==> config.mk <==
export PLATFORM = sky130hd
export DESIGN_NAME = aspm_entry_ctrl
export DESIGN_NICKNAME = d
export VERILOG_FILES = /design/src/rtl/aspm_pkg.sv /design/src/rtl/aspm_idle_timer.sv /design/src/rtl/aspm_port_fsm.sv /design/src/rtl/aspm_entry_ctrl.sv
export SDC_FILE = /design/constraint.sdc
export NUM_CORES = 1
export LEC_CHECK = 0
export ABC_CLOCK_PERIOD_IN_PS = 3520
export BUFFER_PORTS_ARGS = -buffer_cell sky130_fd_sc_hd__buf_2
export CAP_MARGIN = 20
export CORE_ASPECT_RATIO = 1.5
export CORE_MARGIN = 8
export CORE_UTILIZATION = 36
export CTS_BUF_LIST = sky130_fd_sc_hd__clkbuf_4 sky130_fd_sc_hd__clkbuf_8 sky130_fd_sc_hd__clkbuf_16
export CTS_CLUSTER_DIAMETER = 200
export CTS_CLUSTER_SIZE = 20
export DETAILED_ROUTE_END_ITERATION = 12
export PLACE_DENSITY = 0.57
export SYNTH_ARGS = -nofsm -noshare
export SYNTH_HDL_FRONTEND = slang
export SYNTH_HIERARCHICAL = 1
export SYNTH_SLANG_ARGS = --single-unit
export TNS_END_PERCENT = 100
==> constraint.sdc <==
create_clock -name clk -period 3.52 [get_ports clk]
set_clock_uncertainty 0.05 [all_clocks]
set_input_delay 0.704 -clock clk [delete_from_list [all_inputs] [get_ports clk]]
set_output_delay 0.704 -clock clk [all_outputs]
set_load 0.05 [all_outputs]
==> src/rtl/aspm_pkg.sv <==
package aspm_pkg;

    // Link power code reported per port
    typedef enum logic [1:0] {
        PS_L0   = 2'd0,
        PS_L0S  = 2'd1,
        PS_L1   = 2'd2,
        PS_L1HS = 2'd3
    } pwr_code_t;

    // Per-port transmit-side state
    typedef enum logic [1:0] {
        S_ACTIVE,
        S_STANDBY,
        S_L1_ASK,
        S_L1_SLEEP
    } port_st_t;

endpackage

==> src/rtl/aspm_idle_timer.sv <==
module aspm_idle_timer #(
    parameter int CNT_W = 8
) (
    input  logic             clk,
    input  logic             rst_n,
    input  logic             tx_idle,
    input  logic             tlp_pend,
    input  logic [CNT_W-1:0] thresh,
    output logic             ready
);
    logic [CNT_W-1:0] cnt;
    logic             tlp_q;
    logic             restart;

    // Busy, or a fresh TLP appeared: start counting again
    assign restart = !tx_idle || (tlp_pend && !tlp_q);
    assign ready   = !restart && (cnt >= thresh);

    always_ff @(posedge clk or negedge rst_n) begin
        if (!rst_n) begin
            cnt   <= '0;
            tlp_q <= 1'b0;
        end else begin
            tlp_q <= tlp_pend;
            if (restart)
                cnt <= '0;
            else if (cnt < thresh)
                cnt <= cnt + CNT_W'(1);
        end
    end
endmodule

==> src/rtl/aspm_port_fsm.sv <==
module aspm_port_fsm
    import aspm_pkg::*;
#(
    parameter int HAS_L1 = 0,
    parameter int TMO_W  = 8
) (
    input  logic             clk,
    input  logic             rst_n,
    input  logic             en_l0s,
    input  logic             en_l1,
    input  logic             tx_idle,
    input  logic             ready,
    input  logic             rx_ok,
    input  logic             all_l1,
    input  logic             ack,
    input  logic             nak,
    input  logic [TMO_W-1:0] tmo_lim,
    output logic             l0s_req,
    output logic             l1_req,
    output logic             exit_req,
    output pwr_code_t        pcode
);
    localparam bit L1_CAP = (HAS_L1 != 0);

    port_st_t         state, nxt;
    logic [TMO_W-1:0] tmo_cnt;
    logic             backoff;
    logic             timeout;
    logic             l1_go;
    logic             l0s_go;

    assign timeout = (tmo_cnt == tmo_lim);
    assign l1_go   = L1_CAP && en_l1 && all_l1 && ready && !backoff;
    assign l0s_go  = en_l0s && rx_ok && ready;

    // Next-state decision
    always_comb begin
        nxt = state;
        unique case (state)
            S_ACTIVE: begin
                if (l1_go)
                    nxt = S_L1_ASK;
                else if (l0s_go)
                    nxt = S_STANDBY;
            end
            S_STANDBY: begin
                if (!tx_idle)
                    nxt = S_ACTIVE;
                else if (l1_go)
                    nxt = S_L1_ASK;
            end
            S_L1_ASK: begin
                if (ack)
                    nxt = S_L1_SLEEP;
                else if (nak || timeout)
                    nxt = S_STANDBY;
            end
            S_L1_SLEEP: begin
                if (!tx_idle)
                    nxt = S_ACTIVE;
            end
            default: nxt = S_ACTIVE;
        endcase
    end

    // State register
    always_ff @(posedge clk or negedge rst_n) begin
        if (!rst_n)
            state <= S_ACTIVE;
        else
            state <= nxt;
    end

    // Handshake timer and retry block
    always_ff @(posedge clk or negedge rst_n) begin
        if (!rst_n) begin
            tmo_cnt <= '0;
            backoff <= 1'b0;
        end else begin
            if (state != S_L1_ASK)
                tmo_cnt <= '0;
            else
                tmo_cnt <= tmo_cnt + TMO_W'(1);
            if (state == S_L1_ASK && !ack && (nak || timeout))
                backoff <= 1'b1;
            else if (state == S_ACTIVE)
                backoff <= 1'b0;
        end
    end

    // Outputs
    always_comb begin
        l0s_req  = 1'b0;
        l1_req   = 1'b0;
        exit_req = 1'b0;
        pcode    = PS_L0;
        unique case (state)
            S_ACTIVE: pcode = PS_L0;
            S_STANDBY: begin
                l0s_req  = 1'b1;
                exit_req = !tx_idle;
                pcode    = PS_L0S;
            end
            S_L1_ASK: begin
                l1_req = 1'b1;
                pcode  = PS_L1HS;
            end
            S_L1_SLEEP: begin
                exit_req = !tx_idle;
                pcode    = PS_L1;
            end
            default: pcode = PS_L0;
        endcase
    end
endmodule

==> src/rtl/aspm_entry_ctrl.sv <==
module aspm_entry_ctrl
    import aspm_pkg::*;
#(
    parameter int NUM_DN = 3,
    parameter int CNT_W  = 8,
    parameter int TMO_W  = 8,
    localparam int NPORT = NUM_DN + 1
) (
    input  logic               clk,
    input  logic               rst_n,
    input  logic [1:0]         aspm_ctl,
    input  logic [CNT_W-1:0]   idle_thresh,
    input  logic [TMO_W-1:0]   l1_timeout,
    input  logic [NPORT-1:0]   rx_l0s,
    input  logic [NUM_DN-1:0]  dn_l1,
    input  logic [NUM_DN-1:0]  dn_d3,
    input  logic [NUM_DN-1:0]  dn_down,
    input  logic [NPORT-1:0]   tlp_pend,
    input  logic [NPORT-1:0]   fc_avail,
    input  logic [NPORT-1:0]   dllp_pend,
    input  logic               l1_ack,
    input  logic               l1_nak,
    output logic [NPORT-1:0]   l0s_req,
    output logic [NPORT-1:0]   exit_req,
    output logic               l1_req,
    output logic [2*NPORT-1:0] pwr_state
);
    logic [NUM_DN-1:0] qual;
    logic              up_rx_ok;
    logic              dn_all_l1;
    logic [NPORT-1:0]  tx_idle;
    logic [NPORT-1:0]  ready;
    logic [NPORT-1:0]  l1_req_v;

    // Ports in D3 or link-down drop out of the all-ports checks
    assign qual      = ~(dn_d3 | dn_down);
    assign up_rx_ok  = &(rx_l0s[NPORT-1:1] | ~qual);
    assign dn_all_l1 = &(dn_l1 | ~qual);
    assign l1_req    = |l1_req_v;

    for (genvar p = 0; p < NPORT; p++) begin : g_port
        pwr_code_t pcode;
        logic      rx_ok;

        assign tx_idle[p] = !dllp_pend[p] && (!tlp_pend[p] || !fc_avail[p]);
        assign pwr_state[2*p +: 2] = pcode;

        if (p == 0) begin : g_up
            assign rx_ok = up_rx_ok;
        end else begin : g_dn
            assign rx_ok = rx_l0s[0];
        end

        aspm_idle_timer #(.CNT_W(CNT_W)) u_timer (
            .clk      (clk),
            .rst_n    (rst_n),
            .tx_idle  (tx_idle[p]),
            .tlp_pend (tlp_pend[p]),
            .thresh   (idle_thresh),
            .ready    (ready[p])
        );

        aspm_port_fsm #(.HAS_L1(p == 0 ? 1 : 0), .TMO_W(TMO_W)) u_fsm (
            .clk      (clk),
            .rst_n    (rst_n),
            .en_l0s   (aspm_ctl[0]),
            .en_l1    (aspm_ctl[1]),
            .tx_idle  (tx_idle[p]),
            .ready    (ready[p]),
            .rx_ok    (rx_ok),
            .all_l1   (dn_all_l1),
            .ack      (p == 0 ? l1_ack : 1'b0),
            .nak      (p == 0 ? l1_nak : 1'b0),
            .tmo_lim  (l1_timeout),
            .l0s_req  (l0s_req[p]),
            .l1_req   (l1_req_v[p]),
            .exit_req (exit_req[p]),
            .pcode    (pcode)
        );
    end
endmodule

Word-level counts from Yosys, hierarchy flattened

Index checks and enable logic that the tools add are counted.

Register bits after elaboration: 77
Latch bits: 0
RAM bits: 0
ROM bits: 0
Input port bits: 47
Output and inout bits: 17
Word-level logic and storage cells: 199
Memories: 0

Add/sub/neg operators: 8
Multipliers: 0
Divide/modulo/power cells: 0
Order comparisons: 8
Equality and inequality tests: 33
Shift operators: 0
Multiplexer cells: 50
Bitwise operators: 5
Reduce and logical (&&, ||, !) cells: 78

Operators with widths:

| cell                                                            | number |
|---|---|
| 8-bit 2-to-1 mux                                                | 12 |
| 8-bit by 1-bit adder with 8-bit output, second input constant   | 8 |
| 2-bit case mux with 4 select lines                              | 5 |
| 8-bit == test                                                   | 4 |
| 8-bit >= comparator                                             | 4 |
| 8-bit less-than comparator                                      | 4 |
| 2-bit 2-to-1 mux                                                | 16 |
| 1-bit logical NOT                                               | 26 |
| 1-bit logical AND                                               | 23 |
| 2-bit case mux with 3 select lines                              | 3 |
| 2-bit == test, second input constant                            | 8 |
| 2-bit != test, second input constant                            | 8 |
| 3-bit AND reduction                                             | 5 |
| 1-bit 2-to-1 mux                                                | 14 |
| 2-bit by 1-bit != test with 1-bit output, second input constant | 6 |
| 2-bit nonzero test                                              | 5 |
| 1-bit logical OR                                                | 9 |
| 3-bit bitwise OR                                                | 3 |
| 2-bit by 1-bit == test with 1-bit output, second input constant | 4 |
| 2-bit logical NOT                                               | 4 |
| 2-bit OR reduction                                              | 4 |
| 3-bit inverter                                                  | 2 |
| 4-bit AND reduction                                             | 1 |
| 4-bit OR reduction                                              | 1 |
| other kinds (3)                                                 | 3 |

Logic depth before layout (Yosys ltp)

Depth in word-level cells: 12
Mapped depth: 12
Mapped depth without buffers: 11

Cells and area by module

Netlist, hierarchy kept.

By module, submodules not included:

| module                              | instances | cells an instance | area each (um2) | seq. area each (um2) |
|---|---|---|---|---|
| aspm_idle_timer                     | 4         | 76                | 670.6           | 225.2 |
| aspm_port_fsm (g_port[1].u_fsm ...) | 3         | 63                | 640.6           | 250.2 |
| aspm_port_fsm (g_port[0].u_fsm)     | 1         | 70                | 716.9           | 275.3 |
| aspm_entry_ctrl                     | 1         | 14                | 71.3            | 0.0 |

Least setup slack after synthesis

Ideal clock, no wire load.

Path type: in2reg
From: in idle_thresh[1]
To: reg g_port[0].u_fsm.state[0]
Arrival time: 2674 ps
Required time: 3342 ps
Setup slack: 668 ps
Stages: 12
Buffers on the path: 1
Cells stage by stage: inv_1 > ha_1 > nor2b_4 > o211ai_2 > a21oi_2 > buf_2 > nor3_1 > nor2_1 > and4b_1 > a311oi_1 > a211oi_2 > mux2_1

Longest elaborated chain between the ends: 6
Elaborated cells between the ends (all ways): 10
Those cells by class: order compare (1); eq/ne (2); mux (2); reduce/logical (5)

Ends and longest elaborated chain:

| item                                                                                       | line                  | text |
|---|---|---|
| start, declared                                                                            | aspm_entry_ctrl.sv:12 | `input logic [CNT_W-1:0] idle_thresh,` |
| 8-bit >= comparator (*)                                                                    | aspm_idle_timer.sv:17 | `assign ready = !restart && (cnt >= thresh);` |
| 1-bit logical AND (*)                                                                      | aspm_idle_timer.sv:17 |  |
| via ready[0]                                                                               | aspm_entry_ctrl.sv:32 | `logic [NPORT-1:0] ready;` |
| 1-bit logical AND (2 in series)                                                            | aspm_port_fsm.sv:33   | `assign l1_go = L1_CAP && en_l1 && all_l1 && ready && !backoff;` |
| 3-bit by 1-bit != test with 1-bit output (no source line), or another cell as far along    | --                    |  |
| 4-bit AND reduction (no source line) or 2-bit case mux with 4 select lines (tied branches) | --                    |  |
| end signal, assigned                                                                       | aspm_port_fsm.sv:71   | `state <= nxt;` |
| end, declared                                                                              | aspm_port_fsm.sv:25   | `port_st_t state, nxt;` |

Mark *: on every way through the listed nets, which the timed path passes. The rest lies on a longest branch.
A chain may end at the register's enable or synchronous reset.

Worst setup path in the final report

From: in idle_thresh[1]
To: reg g_port[0].u_fsm.state[1]

Same word-level chain as after synthesis.

==> report_table.html <==
<table>
<tr><th>Metric</th><th>Value</th></tr>
<tr><th colspan="2">Run status</th></tr>
<tr><td>Result of the run</td><td>finished, final reports clean</td></tr>
<tr><th colspan="2">Floorplan</th></tr>
<tr><td>Number of standard-cell rows in the floorplan</td><td>55</td></tr>
<tr><td>Starting density of the core</td><td>0.363</td></tr>
<tr><td>Overall die height</td><td>166 um</td></tr>
<tr><td>Total die area</td><td>19200 sq um</td></tr>
<tr><td>Horizontal extent of the die</td><td>between 100 and 150 um</td></tr>
<tr><td>I/O pin cnt</td><td>64</td></tr>
<tr><td>Core region area</td><td>14900 sq um</td></tr>
<tr><th colspan="2">Final layout</th></tr>
<tr><td>Final Cell Area</td><td>approximately 6300 sq um</td></tr>
<tr><td>Highest-count cells in the layout ignoring fill and taps</td><td>77 x sky130_fd_sc_hd__dfrtp_1, 62 x sky130_fd_sc_hd__buf_2, 56 x sky130_fd_sc_hd__ha_1</td></tr>
<tr><td>Fill cells</td><td>1539</td></tr>
<tr><td>Area growth from synthesis to layout</td><td>16.3%</td></tr>
<tr><td>Diodes inserted</td><td>0</td></tr>
<tr><td>Final standard cell utilization of the core</td><td>0.422</td></tr>
<tr><td>Most common cell after layout, fill and taps aside</td><td>sky130_fd_sc_hd__dfrtp_1</td></tr>
<tr><td>Share of final-layout standard cells stronger than drive strength 1</td><td>0.168</td></tr>
<tr><td>Total Nets Final</td><td>758</td></tr>
<tr><th colspan="2">Power</th></tr>
<tr><td>Internal power</td><td>1.66 mW</td></tr>
<tr><td>Worst IR drop on VDD</td><td>0.426 mV</td></tr>
<tr><td>Pwr Density</td><td>426 nW/um^2</td></tr>
<tr><td>Power spent charging and discharging nets</td><td>1.01 mW</td></tr>
<tr><td>Relative contribution of combinational cells to total power</td><td>0.313</td></tr>
<tr><td>Register share of total power</td><td>0.363</td></tr>
<tr><td>Design Power</td><td>~2.7 mW</td></tr>
<tr><td>Relative contribution of the clock network to total power</td><td>0.324</td></tr>
<tr><td>Switching Share</td><td>0.379</td></tr>
<tr><td>Static Leakage</td><td>3.14 nW</td></tr>
<tr><th colspan="2">Critical path</th></tr>
<tr><td>Arrival time at the worst endpoint</td><td>3.26 ns</td></tr>
<tr><td>Critical register-to-register path endpoint</td><td>g_port[0].u_fsm/state[1]</td></tr>
<tr><td>Kind of start point of the critical path</td><td>input pin</td></tr>
<tr><td>Kind of critical path</td><td>in -&gt; reg</td></tr>
<tr><td>Crit path max fanout</td><td>17</td></tr>
<tr><td>RR Startpoint</td><td>g_port[0].u_timer/cnt[1]</td></tr>
<tr><td>Setup slack of the worst register-to-register path</td><td>0.49 ns</td></tr>
<tr><td>Crit end category</td><td>flop</td></tr>
<tr><td>WP data required</td><td>3.69 ns</td></tr>
<tr><td>Cell count of the worst reg-to-reg path</td><td>10</td></tr>
<tr><th colspan="2">Clock tree</th></tr>
<tr><td>Clock H-tree levels</td><td>3</td></tr>
<tr><td>Clock sinks</td><td>77</td></tr>
<tr><td>Clock Latency Late Sink</td><td>0.34 ns</td></tr>
<tr><td>Clk buf depth</td><td>2</td></tr>
<tr><td>Reg clk slew, reported paths</td><td>0.07 ns</td></tr>
<tr><td>Post-CTS Hold Fix Bufs</td><td>0</td></tr>
<tr><td>Number of buffers inserted by post-CTS setup repair</td><td>0</td></tr>
<tr><td>TritonCTS clock tree</td><td>yes</td></tr>
<tr><td>Post-cts sizing count</td><td>0</td></tr>
<tr><td>Number of clock buffers inserted by TritonCTS</td><td>9</td></tr>
<tr><td>Root Buffer</td><td>sky130_fd_sc_hd__clkbuf_16</td></tr>
<tr><th colspan="2">Placement</th></tr>
<tr><td>Cell Area, Placed</td><td>5980 sq um</td></tr>
<tr><td>Placer's final routability congestion estimate</td><td>approximately 0.85</td></tr>
<tr><td>Count of input and output buffers</td><td>63</td></tr>
<tr><td>Dpl hpwl</td><td>10400 um</td></tr>
<tr><th colspan="2">Global route</th></tr>
<tr><td>Grt ovf</td><td>0</td></tr>
<tr><td>Vias in the first global route</td><td>4782</td></tr>
<tr><td>Initial antenna violation count</td><td>0</td></tr>
<tr><td>Largest net degree at the start of global routing</td><td>78</td></tr>
<tr><td>Wire length of the first global-routing pass</td><td>22900 um</td></tr>
<tr><td>Combined global-route utilization of all metal layers</td><td>0.148</td></tr>
<tr><th colspan="2">Drt</th></tr>
<tr><td>Vias per Instance</td><td>between 5 and 6</td></tr>
<tr><td>Length of the first detailed-routing pass in iterations</td><td>4</td></tr>
<tr><td>Final WL</td><td>around 14000 um</td></tr>
<tr><td>Average wire per standard cell</td><td>roughly 16 um</td></tr>
<tr><td>Remaining routing DRC violations</td><td>0</td></tr>
<tr><td>Count of routing violations after the opening detailed-route iteration</td><td>145</td></tr>
<tr><td>Detail Route Antenna Nets</td><td>0</td></tr>
<tr><td>Via count</td><td>4557</td></tr>
<tr><th colspan="2">Synthesis</th></tr>
<tr><td>Async SR Flop Fraction</td><td>1.00</td></tr>
<tr><td>Leading area contributor after synthesis</td><td>sky130_fd_sc_hd__dfrtp_1</td></tr>
<tr><td>Cell area after synthesis</td><td>5390 sq um</td></tr>
<tr><td>Fraction of post-synthesis cell area in the top cell type by area</td><td>0.357</td></tr>
<tr><td>Warnings, synthesis</td><td>6</td></tr>
<tr><td>Share of synthesized area occupied by flip-flops and latches</td><td>0.357</td></tr>
<tr><td>Number of synthesized register bits</td><td>77</td></tr>
<tr><td>Number of instances in the synthesized netlist</td><td>577</td></tr>
<tr><td>Top flip-flop cell by instance count after synthesis</td><td>sky130_fd_sc_hd__dfrtp_1</td></tr>
<tr><td>Count of flip-flops with a built-in enable after synthesis</td><td>0</td></tr>
<tr><td>Leading cell types by total area after synthesis</td><td>sky130_fd_sc_hd__dfrtp_1 36%, sky130_fd_sc_hd__ha_1 13%, sky130_fd_sc_hd__xor2_1 6.5%, sky130_fd_sc_hd__a21oi_1 3.9%, sky130_fd_sc_hd__and2_1 3.2%</td></tr>
<tr><td>Avg Synthesized Cell Area</td><td>9.35 sq um</td></tr>
<tr><td>Count of unique library cells instantiated by Yosys</td><td>between 40 and 50</td></tr>
<tr><th colspan="2">Timing</th></tr>
<tr><td>Slew at the pin closest to its max-slew limit</td><td>0.635 ns</td></tr>
<tr><td>Final number of hold-violating endpoints</td><td>0</td></tr>
<tr><td>Worst slew margin</td><td>0.574</td></tr>
<tr><td>RSZ-0062 raised after global routing</td><td>false</td></tr>
<tr><td>Max Slew Vio Count</td><td>0</td></tr>
<tr><td>Number of failing setup endpoints in the final timing report</td><td>0</td></tr>
<tr><td>Post-Route Setup TNS</td><td>0 ns</td></tr>
<tr><td>Post-Route Hold Slack</td><td>0.282 ns</td></tr>
<tr><td>Minimum clock period</td><td>3.09 ns</td></tr>
<tr><td>Fmax</td><td>0.324 GHz</td></tr>
<tr><td>Final critical-path share of the clock period</td><td>0.877</td></tr>
<tr><th colspan="2">Job</th></tr>
<tr><td>Max-Cap Viols</td><td>0</td></tr>
<tr><th colspan="2">Worst hold path</th></tr>
<tr><td>Hold crit path type</td><td>in -&gt; async</td></tr>
</table>
==> critical path, stage by stage <==
cell,delay [ns]
sky130_fd_sc_hd__buf_2,0.11
sky130_fd_sc_hd__inv_1,0.05
sky130_fd_sc_hd__ha_1,0.29
sky130_fd_sc_hd__nor2b_4,0.15
sky130_fd_sc_hd__o211ai_2,0.08
sky130_fd_sc_hd__a21oi_2,0.50
sky130_fd_sc_hd__nor3_1,0.12
sky130_fd_sc_hd__nor2_1,0.20
sky130_fd_sc_hd__and4b_1,0.31
sky130_fd_sc_hd__o21ai_0,0.15
sky130_fd_sc_hd__a211oi_2,0.24
sky130_fd_sc_hd__mux2_1,0.35
==> how the worst max path moves through the flow <==
stage	from	end	slack, ns	depth (start not counted)
2_1_floorplan	idle_thresh[1]	g_port[0].u_fsm/state[0]	0.67	12
3_3_place_gp	idle_thresh[1]	g_port[0].u_fsm/state[0]	0.27	12
3_5_place_dp	idle_thresh[1]	g_port[0].u_fsm/state[1]	0.11	12
4_1_cts	idle_thresh[1]	g_port[0].u_fsm/state[1]	0.47	12
5_1_grt	idle_thresh[1]	g_port[0].u_fsm/state[1]	0.29	12
6_report	idle_thresh[1]	g_port[0].u_fsm/state[1]	0.43	12
==> synthesized netlist by cell type (all sizes together) (8+ instances only) <==
cell type	instances
a21oi	46
and2	28
and3	16
dfrtp	77
ha	56
inv	46
nand2	30
nand3	27
nand4	20
nor2	23
nor2b	8
nor3	12
nor4	8
o211ai	16
o21a	12
o21ai	22
o31ai	12
or3	12
or4	17
xnor2	16
xor2	40
==> routing by layer <==
metal / up-vias / part of all wire / wire, um / track usage
li1: 2216 / - / - / -
met1: 2236 / 0.42 / 5670 / 0.169
met2: 85 / 0.53 / 7220 / 0.262
met3: 20 / 0.040 / 549 / 0.0317
met4: 0 / 0.016 / 216 / 0.0521
met5: - / 0 / 0 / 0
==> logic make-up (layout without fill, tap and decap cells) <==
family                   after synthesis  after routing  share of synthesized area
AO/OA/AOI/OAI                        118            118                      0.142
XOR/XNOR                              56             56                     0.0910
adder cells (fa/ha/maj)               56             56                      0.130
buffers and inverters                 54            129                     0.0385
flip-flops                            77             77                      0.357
multiplexers                           5              5                     0.0104
other                                  1              9                   0.000695
AND/OR/NAND/NOR                      210            210                      0.231
==> metrics by stage <==
stage,setup WS (ns),cells
2_1_floorplan,0.668,585
3_5_place_dp,0.111,842
5_1_grt,0.288,859
3_3_place_gp,0.267,842
4_1_cts,0.472,858
6_report,0.433,859
==> final cells by class <==
type	instances	area (sq um)	share of cell area
clock buffer	9	225	0.0359
sequential	77	1930	0.307
timing repair buffer	67	360	0.0575
tap	199	249	0.0397
clock inverter	7	48.8	0.00778
multi-input combinational	454	3290	0.524
inverter	46	173	0.0275
==> registers in the layout, summed over array words and instances (netlist names) <==
name,cells
g_port.u_timer/tlp_q,4
g_port.u_timer/cnt,32
g_port.u_fsm/tmo_cnt,32
g_port.u_fsm/state,8
g_port.u_fsm/backoff,1
==> power by group through the flow <==
stage | registers, mW | logic (mW) | clock network, mW
after floorplan | 0.973 | 0.633 | 0
after global placement | 0.982 | 0.819 | 0
after detailed placement | 0.984 | 0.839 | 0
after CTS | 0.968 | 0.843 | 0.903
after global routing | 0.974 | 0.910 | 0.930
final | 0.969 | 0.836 | 0.867
Power figures use the tool's default switching activity.
